`src/rtl/chan_sleep_ctrl.sv`:
```
module chan_sleep_ctrl #(
  parameter int WAKE_DELAY = 3,
  parameter int BREAKEVEN  = 6,
  parameter int CNT_W      = 32
) (
  input  logic             clk,
  input  logic             rst_n,
  input  logic             clr_i,
  input  logic             buf_empty_i,
  input  logic             wake_req_i,
  input  logic             flit_in_i,
  output logic             pwr_en_o,
  output logic             iso_o,
  output logic             ready_o,
  output logic [CNT_W-1:0] active_cnt_o,
  output logic [CNT_W-1:0] comp_cnt_o,
  output logic [CNT_W-1:0] uncomp_cnt_o
);

  localparam int DW = (WAKE_DELAY > 1) ? $clog2(WAKE_DELAY + 1) : 1;

  typedef enum logic [1:0] {ST_ACT, ST_SLP, ST_WAK} st_t;

  st_t             st_q;
  logic [DW-1:0]   wcnt_q;
  logic [CNT_W-1:0] slen_q, act_q, comp_q, unc_q;

  function automatic logic [CNT_W-1:0] sat_add(input logic [CNT_W-1:0] a,
                                               input logic [CNT_W-1:0] b);
    logic [CNT_W:0] s;
    s = {1'b0, a} + {1'b0, b};
    return s[CNT_W] ? '1 : s[CNT_W-1:0];
  endfunction

  wire idle      = buf_empty_i & ~wake_req_i & ~flit_in_i;
  wire wake_any  = wake_req_i | flit_in_i;
  wire end_sleep = (st_q == ST_SLP) & wake_any;

  assign pwr_en_o = (st_q != ST_SLP) | wake_any;
  assign ready_o  = (st_q == ST_ACT) | ((WAKE_DELAY == 0) & end_sleep);
  assign iso_o    = ~ready_o;

  assign active_cnt_o = act_q;
  assign comp_cnt_o   = comp_q;
  assign uncomp_cnt_o = unc_q;

  always_ff @(posedge clk or negedge rst_n) begin
    if (!rst_n) begin
      st_q   <= ST_ACT;
      wcnt_q <= '0;
      slen_q <= '0;
    end else begin
      unique case (st_q)
        ST_ACT: begin
          slen_q <= '0;
          if (idle) st_q <= ST_SLP;
        end
        ST_SLP: begin
          if (wake_any) begin
            if (WAKE_DELAY <= 1) st_q <= ST_ACT;
            else begin
              st_q   <= ST_WAK;
              wcnt_q <= DW'(WAKE_DELAY - 1);
            end
          end else begin
            slen_q <= sat_add(slen_q, CNT_W'(1));
          end
        end
        ST_WAK: begin
          if (wcnt_q <= DW'(1)) st_q <= ST_ACT;
          else wcnt_q <= wcnt_q - DW'(1);
        end
        default: st_q <= ST_ACT;
      endcase
    end
  end

  always_ff @(posedge clk or negedge rst_n) begin
    if (!rst_n) begin
      act_q  <= '0;
      comp_q <= '0;
      unc_q  <= '0;
    end else if (clr_i) begin
      act_q  <= '0;
      comp_q <= '0;
      unc_q  <= '0;
    end else begin
      if (pwr_en_o) act_q <= sat_add(act_q, CNT_W'(1));
      if (end_sleep) begin
        if (slen_q > CNT_W'(BREAKEVEN)) comp_q <= sat_add(comp_q, slen_q);
        else                            unc_q  <= sat_add(unc_q, slen_q);
      end
    end
  end

  p_stay_busy_r2: assert property (@(posedge clk) disable iff (!rst_n)
    (st_q == ST_ACT && !idle) |=> pwr_en_o);

  p_sleep_dark_r2: assert property (@(posedge clk) disable iff (!rst_n)
    (st_q == ST_SLP && !wake_any) |-> (!pwr_en_o && iso_o && !ready_o));

  p_wake_now_r3: assert property (@(posedge clk) disable iff (!rst_n)
    (st_q == ST_SLP && wake_any) |-> pwr_en_o);

  p_ready_pwr_r4: assert property (@(posedge clk) disable iff (!rst_n)
    ready_o |-> pwr_en_o);

  p_no_restart_r5: assert property (@(posedge clk) disable iff (!rst_n)
    (st_q == ST_WAK && wcnt_q > DW'(1)) |=>
      (st_q == ST_WAK && wcnt_q == $past(wcnt_q) - DW'(1)));

  p_act_mono_r6: assert property (@(posedge clk) disable iff (!rst_n)
    !clr_i |=> act_q >= $past(act_q));

  p_clr_r9: assert property (@(posedge clk) disable iff (!rst_n)
    clr_i |=> (act_q == '0 && comp_q == '0 && unc_q == '0));

endmodule

```
`config.mk`:
```
export PLATFORM = sky130hd
export DESIGN_NAME = chan_sleep_ctrl
export DESIGN_NICKNAME = d
export VERILOG_FILES = /design/src/rtl/chan_sleep_ctrl.sv
export SDC_FILE = /design/constraint.sdc
export NUM_CORES = 1
export LEC_CHECK = 0
export BUFFER_PORTS_ARGS = -buffer_cell sky130_fd_sc_hd__buf_2
export CAP_MARGIN = 20
export CORE_MARGIN = 2
export CORE_UTILIZATION = 28
export DETAILED_ROUTE_END_ITERATION = 16
export GPL_ROUTABILITY_DRIVEN = 0
export PLACE_DENSITY_LB_ADDON = 0.05
export SLEW_MARGIN = 20
export SYNTH_ARGS = -nofsm -noshare
export SYNTH_HDL_FRONTEND = slang
export SYNTH_SLANG_ARGS = --single-unit
export TNS_END_PERCENT = 100
```
`constraint.sdc`:
```
create_clock -name clk -period 9.2 [get_ports clk]
set_input_delay 0.46 -clock clk [delete_from_list [all_inputs] [get_ports clk]]
set_output_delay 0.46 -clock clk [all_outputs]
set_load 0.005 [all_outputs]
```
==> impl_metrics.tcl, run 1 <==
set metrics [dict create \
    reg2reg_slack_ns 5.46 \
    vias_per_cell 5.425 \
    core_area_sq_um 34540 \
    initial_core_util_pct 28.37 \
    worstSetupPathType "register to register" \
    end_kind "register" \
    cts_buffer_depth 2 \
    synth_cells 1181 \
    grtUsageTotal_pct 19.36 \
    synth_nets 1257 \
    hold_class "input pin to asynchronous set/reset pin" \
    port_buffers 104 \
    io_pins 105 \
    peakVddDrop_uv 134.1 \
    p_int_uw 1055 \
    vias 9336 \
    ant_nets 0 \
    rr_startpoint "slen_q[0]" \
    setup_viol 0 \
    setup_tns_ns 0 \
    synth_area_leaders "dfrtp_1 (34%), ha_1 (8.7%), nand2_1 (5.9%)" \
    cts-root-buf "clkbuf_16" \
    postCtsSetupBuffers 0 \
    final_area_sq_um 11300 \
    path_clk_slew_ns 0.07 \
    synth.avg_cell_area_sq_um 8.298 \
    p_clk_share_pct 51.2 \
    crit_start "slen_q[0]" \
    synth_top_area_share_pct 33.71 \
    postCtsHoldBufs 0 \
    fin_nets 1329 \
    swShare_pct 26.76 \
    wl_per_cell_microns 20.15 \
    drive_gt1_share_pct 14.14 \
    post-route-min-period_ns 3.743 \
    dp_cells 1689 \
    max_slew_margin_pct 28.93 \
    cts-resized-gates 0 \
    grt_pass1_wl_mm 54.25 \
    cts_tree "built" \
    status "finished, final reports clean" \
    final_cells 1721 \
    ys_warn_count 0 \
    crit_path_start_kind "register" \
    maxSlewViolCount 0 \
    cts_buffers 17 \
    crit_required_ns 9.51 \
    path_max_fanout 28 \
    synth.ff_latch_count 132 \
    die_x_microns 191.1 \
    drc 0 \
    clock_latency_ns 0.45 \
    dieArea_sq_um 36510 \
    power_frac_comb_pct 7.2 \
    yosys.area.top_type "dfrtp_1" \
    worstReg2RegEnd "uncomp_cnt_o[15]" \
    finClkSkew_ns 0.01137 \
    antenna_found_initial 0 \
    async_reset_ff_share_pct 100.0 \
    grt_max_degree 73 \
    ys.flop_type "dfrtp_1" \
    max_freq_ghz 0.2672 \
    die_y_microns 191.1 \
    placed_area_sq_um 10690 \
    h-tree-depth 4 \
    maxCapViolCount 0 \
    hpwl_mm 25.73 \
    cts.sinks 132 \
    rsz0062_at_grt "false" \
    power_frac_seq_pct 41.5 \
    p_leak_uw 0.005551 \
    antenna_cells 0 \
    area_growth_pct 15.35 \
    overflow 0 \
    synth_area_sq_um 9799 \
    hold_viol_final 0 \
    ys_seq_area_share_pct 33.71 \
    worstMarginPinSlew_ns 1.066 \
    period_share_pct 40.69 \
    std_cell_rows 68 \
    first_global_vias 9005 \
    synth_edf_count 0 \
    ys_types 80 \
    setup.worst_path.end "uncomp_cnt_o[15]" \
    reg2regPathDepth 10 \
    dr.pass1.iters 6 \
    critical_path_arrival_ns 4.05 \
    p_switching_uw 385.4 \
    drt_iter0_markers 561 \
    routed_wl_mm 34.68 \
    powerDensity_nw_per_um2 127.4 \
]
==> layer usage <==
layer	wire length (microns)	share of wire, %	up-vias	global-route usage, %
li1	-	-	4546	-
met1	17290	50	4564	27.73
met2	15470	45	185	29.68
met3	1087	3.1	41	2.662
met4	831	2.4	0	6.746
met5	0	0	-	0
==> registers in the layout, summed over array words and instances, names as in the netlist <==
name	cells
slen_q	32
comp_cnt_o	32
active_cnt_o	32
uncomp_cnt_o	32
wcnt_q	2
st_q	2
==> placed cells by master, fill, tap and decap left out, drive strengths merged, types with 4 or more instances in the layout <==
| master | count |
|---|---|
| xor2 | 17 |
| o21ai | 102 |
| clkinvlp | 4 |
| o21a | 9 |
| ha | 68 |
| o21bai | 9 |
| a221oi | 6 |
| o221a | 5 |
| buf | 111 |
| clkbuf | 20 |
| nor2 | 89 |
| and4 | 9 |
| dfrtp | 132 |
| a31oi | 24 |
| nor2b | 11 |
| a221o | 6 |
| o211ai | 7 |
| and3 | 27 |
| nand4 | 20 |
| mux2i | 9 |
| nand2 | 153 |
| nor3 | 56 |
| a211o | 8 |
| a311oi | 17 |
| a21o | 34 |
| a21oi | 95 |
| and2 | 9 |
| nand3 | 49 |
| or2 | 10 |
| xnor2 | 30 |
| inv | 24 |
| nor4 | 10 |
| a211oi | 25 |
| or3 | 9 |
==> layout make-up <==
type	count	area (sq um)
well taps	455	569.3
clock inverters	12	152.6
flip-flops and latches	132	3303
inverters	22	82.58
fillers	3757	23240
clock buffers	20	456.7
repair buffers	111	579.3
multi-input cells	969	6160
==> Yosys cell counts (4+ instances only) <==
| library cell | n |
|---|---|
| a211o_1 | 8 |
| nor2b_1 | 11 |
| ha_1 | 68 |
| a311oi_1 | 17 |
| and3_1 | 27 |
| mux2i_1 | 9 |
| nand3_1 | 47 |
| a221oi_1 | 4 |
| o21ai_0 | 96 |
| buf_6 | 5 |
| o21ai_1 | 6 |
| o211ai_1 | 6 |
| buf_2 | 5 |
| a31oi_1 | 24 |
| o221a_2 | 5 |
| and2_1 | 8 |
| nor2_1 | 87 |
| clkbuf_1 | 41 |
| o21bai_1 | 8 |
| nor4_1 | 9 |
| a211oi_1 | 24 |
| nand4_1 | 20 |
| or3_1 | 9 |
| a21o_1 | 33 |
| xnor2_1 | 30 |
| o21a_1 | 9 |
| and4_1 | 9 |
| or2_2 | 8 |
| a21oi_1 | 95 |
| inv_1 | 22 |
| nand2_1 | 153 |
| dfrtp_1 | 132 |
| a221o_1 | 6 |
| nor3_1 | 55 |
| xor2_1 | 17 |
==> stage by stage <==
step	worst slack, ns	total power (uW)	hold WS, ns	utilization, %
after CTS	5.388	1468	0.07136	32.72
after floorplan	6.207	667.2	0.1644	-
after global placement	5.512	717.7	0.4796	30.96
after global routing	5.212	1499	0.1033	32.72
final	5.457	1440	0.05428	32.72
after detailed placement	5.415	717.1	0.4883	30.96
==> power groups by stage <==
stage	Clock (uW)	Sequential, uW	Combinational [uW]
3_3_place_gp	0	610	108
3_5_place_dp	0	609	108
4_1_cts	762	598	108
6_report	737	598	104
2_1_floorplan	0	607	60.2
5_1_grt	784	600	115
==> worst min-delay path by stage <==
stage | from | endpoint | depth (start not counted)
finish | rst_n | comp_cnt_o[10] | 1
global route | rst_n | comp_cnt_o[10] | 1
CTS | rst_n | comp_cnt_o[10] | 1
detailed placement | wcnt_q[0] | wcnt_q[0] | 1
global placement | wcnt_q[0] | wcnt_q[0] | 1
floorplan | rst_n | active_cnt_o[0] | 0
==> worst max-delay path, stage by stage (launching register included) <==
cell	delay, ns
dfrtp_1	0.49
ha_1	0.28
fa_1	0.44
a211o_1	0.35
a211oi_2	0.28
a2bb2oi_2	0.29
o32a_1	0.19
o21ai_1	0.10
o211a_1	0.63
o21bai_2	0.40
o211ai_1	0.15
==> logic make-up (layout without fill, tap and decap cells) <==
family	count (synthesis)	count (layout)	share of synthesized area [%]
flops	132	132	33.71
buf+inv	80	165	3.626
compound gates	379	379	25.45
simple gates	463	463	22.89
mux	10	10	1.034
fa+ha+maj	70	70	9.091
xor+xnor	47	47	4.201
Power figures use the tool's default switching activity.
==> run 2, diff against run 1 <==
--- a/config.mk
+++ b/config.mk
@@ -5,6 +5,7 @@
 export SDC_FILE = /design/constraint.sdc
 export NUM_CORES = 1
 export LEC_CHECK = 0
+export ABC_AREA = 1
 export BUFFER_PORTS_ARGS = -buffer_cell sky130_fd_sc_hd__buf_2
 export CAP_MARGIN = 20
 export CORE_MARGIN = 2
==> constraint.sdc (replaced) <==
create_clock -name clk -period 3.8 [get_ports clk]
set_input_delay 0.19 -clock clk [delete_from_list [all_inputs] [get_ports clk]]
set_output_delay 0.19 -clock clk [all_outputs]
set_load 0.005 [all_outputs]
==> run 2 against run 1 <==
Effect of this change: wire length is 35% higher; flip-flop and latch count unchanged; clock power increased to 2.5 times the previous value; maximum frequency is 31% higher; non-clock buffer count increased by 5; clock-buffer cell count decreased by 2; utilization fell by 0.074 points; critical path type unchanged; largest cell class unchanged; synthesized cell count is 75% higher; first-iteration DRC count is 35% higher; power up 140%; worst hold slack better by 0.012 ns; clock skew shrank 0.0019 ns.
==> impl_metrics.tcl, run 2 <==
set metrics [dict create \
    ys_warn_count 0 \
    io_pins 105 \
    synth_area_leaders "dfrtp_1 (27%), nand2_1 (26%), inv_1 (10%)" \
    place_ws_ns 0.9382 \
    antenna_cells 0 \
    ant_nets 0 \
    cts_buffers 17 \
    synth_common_cells "nand2_1 (854), inv_1 (335), nand3_1 (156), nor2_1 (152), dfrtp_1 (132)" \
    status "finished, final reports clean" \
    ys.flop_type "dfrtp_1" \
    setup_viol 0 \
    path_max_fanout 16 \
    grt_pass1_wl_mm 73.56 \
    port_buffers 104 \
    hold_viol_final 0 \
    peakVddDrop_uv 276.3 \
    worstSetupPathType "register to register" \
    synth_most_common_cell "nand2_1" \
    cts_tree "built" \
    swShare_pct 26.71 \
    p_switching_uw 938.2 \
    period_share_pct 75.32 \
    clock_latency_ns 0.49 \
    core_area_sq_um 43170 \
    synth.avg_cell_area_sq_um 5.952 \
    cts_buffer_depth 2 \
    die_x_microns 213.5 \
    fin_nets 2243 \
    grtUsageTotal_pct 21.64 \
    synth.ff_latch_count 132 \
    fillers 4934 \
    synth_cells 2065 \
    maxCapViolCount 0 \
    antenna_found_initial 1 \
    vias 12810 \
    power_frac_seq_pct 40.8 \
    routed_wl_mm 46.94 \
    worstMarginPinSlew_ns 0.8747 \
    end_kind "register" \
    area_growth_pct 14.68 \
    cts.sinks 132 \
    drt_iter0_markers 757 \
    max_slew_margin_pct 41.69 \
    worst-path-buf-inv 0 \
    p_clk_share_pct 53.2 \
    path_clk_slew_ns 0.06 \
    overflow 0 \
    wl_per_cell_microns 16.98 \
    synth_edf_count 0 \
    synth_nets 2141 \
    crit_slowest_cell "a21oi_4" \
    layout_commonest_cell "nand2_1" \
    critical_path_arrival_ns 3.24 \
    placed_area_sq_um 13450 \
    h-tree-depth 4 \
    setup_tns_ns 0 \
    rsz0062_at_grt "false" \
    ys_seq_area_share_pct 26.88 \
    maxSlewViolCount 0 \
    cp_top_family "simple AND/OR/NAND/NOR gates" \
    hpwl_mm 37.15 \
    finClkSkew_ns 0.009505 \
    crit_path_start_kind "register" \
    std_cell_rows 76 \
    async_reset_ff_share_pct 100.0 \
    max_freq_ghz 0.3494 \
    final_cell_mix "nand2_1 (854), inv_1 (335), nand3_1 (156)" \
    layout_setup_ws_ns 0.9377 \
    initial_core_util_pct 28.47 \
    ys_types 41 \
    power_frac_comb_pct 6.0 \
    cts-resized-gates 0 \
    hold_class "input pin to register" \
    grt_max_degree 85 \
    die_y_microns 213.5 \
    powerDensity_nw_per_um2 249.2 \
    crit_top_cell "nand2_1" \
    vias_per_cell 4.634 \
    crit_required_ns 4.18 \
    final_area_sq_um 14090 \
    drc 0 \
    drive_gt1_share_pct 8.582 \
    cts-root-buf "clkbuf_16" \
    synth_top_area_share_pct 26.88 \
    synth_area_sq_um 12290 \
    p_leak_uw 0.008237 \
    dr.pass1.iters 8 \
    first_global_vias 12540 \
    dieArea_sq_um 45590 \
    post-route-min-period_ns 2.862 \
    path_cells "ha_1 -> fa_1 -> nand3_1 -> nand3_1 -> nand2_1 -> nand2_1 -> nand2_1 -> nand2_2 -> a21oi_4 -> o21ai_0 -> nand2_1 -> nand2_1" \
    yosys.area.top_type "dfrtp_1" \
    max_stage_delay_ns 0.54 \
    p_int_uw 2575 \
]
==> run 2: final timing paths <==
kind	slack, ns	to	cells past startpoint	from
min	0.07	st_q[0]	4	flit_in_i
min reg2reg	0.51	comp_cnt_o[0]	2	comp_cnt_o[0]
max reg2reg	0.94	uncomp_cnt_o[2]	12	slen_q[0]
max in group asynchronous	2.61	uncomp_cnt_o[30]	3	rst_n
min in group asynchronous	0.36	comp_cnt_o[8]	2	rst_n
max	0.94	uncomp_cnt_o[2]	12	slen_q[0]
==> run 2: through the flow <==
step                utilization (%)  power, uW  std cells  hold slack, ns
global placement              31.16       1679       2731          0.3555
CTS                           32.65       3581       2764         0.04022
floorplan                         -       1564       2065         -0.1056
global route                  32.65       3658       2764         0.09320
detailed placement            31.16       1681       2731          0.3627
finish                        32.65       3513       2764         0.06602
==> run 2: worst min-delay path, cell delays in order <==
cell and delay (ns):
buf_2 0.08, nor2_1 0.08, nand2_1 0.10, o31ai_1 0.07
==> run 2: final cells by class <==
type / count / area (sq um) / area share, %
multi-input cells: 1554 / 7503 / 53.24
inverters: 346 / 1299 / 9.214
clock inverters: 13 / 183.9 / 1.305
flip-flops and latches: 132 / 3303 / 23.44
repair buffers: 116 / 634.4 / 4.501
well taps: 585 / 732.0 / 5.193
clock buffers: 18 / 439.2 / 3.116
==> run 2: power by group through the flow <==
stage               Clock (uW)  Combinational [uW]  Sequential [uW]
floorplan                    0                 105             1460
global placement             0                 219             1460
detailed placement           0                 220             1460
CTS                       1920                 222             1430
global route              1980                 244             1440
finish                    1870                 211             1430
==> run 2: repair_timing <==
action                                 4_1_cts  5_1_grt
setup buffers                                0        0
endpoints found under the hold margin       84        0
hold buffers                                 2        0
==> run 2: kinds of logic (layout without fill, tap and decap cells) <==
kind of cell,count (synthesis),after routing,synth area share (%)
buf+inv,379,493,12.11
compound gates,152,152,6.617
simple gates,1278,1278,43.30
xor+xnor,54,54,3.848
flops,132,132,26.88
fa+ha+maj,70,70,7.248
==> run 2: per-layer routing <==
layer | track usage [%] | part of all wire [%] | vias up | wire length (microns)
li1 | - | - | 6612 | -
met1 | 28.96 | 49 | 5945 | 22800
met2 | 35.48 | 46 | 203 | 21730
met3 | 3.617 | 3.0 | 47 | 1424
met4 | 7.016 | 2.1 | 0 | 993
met5 | 0 | 0 | - | 0
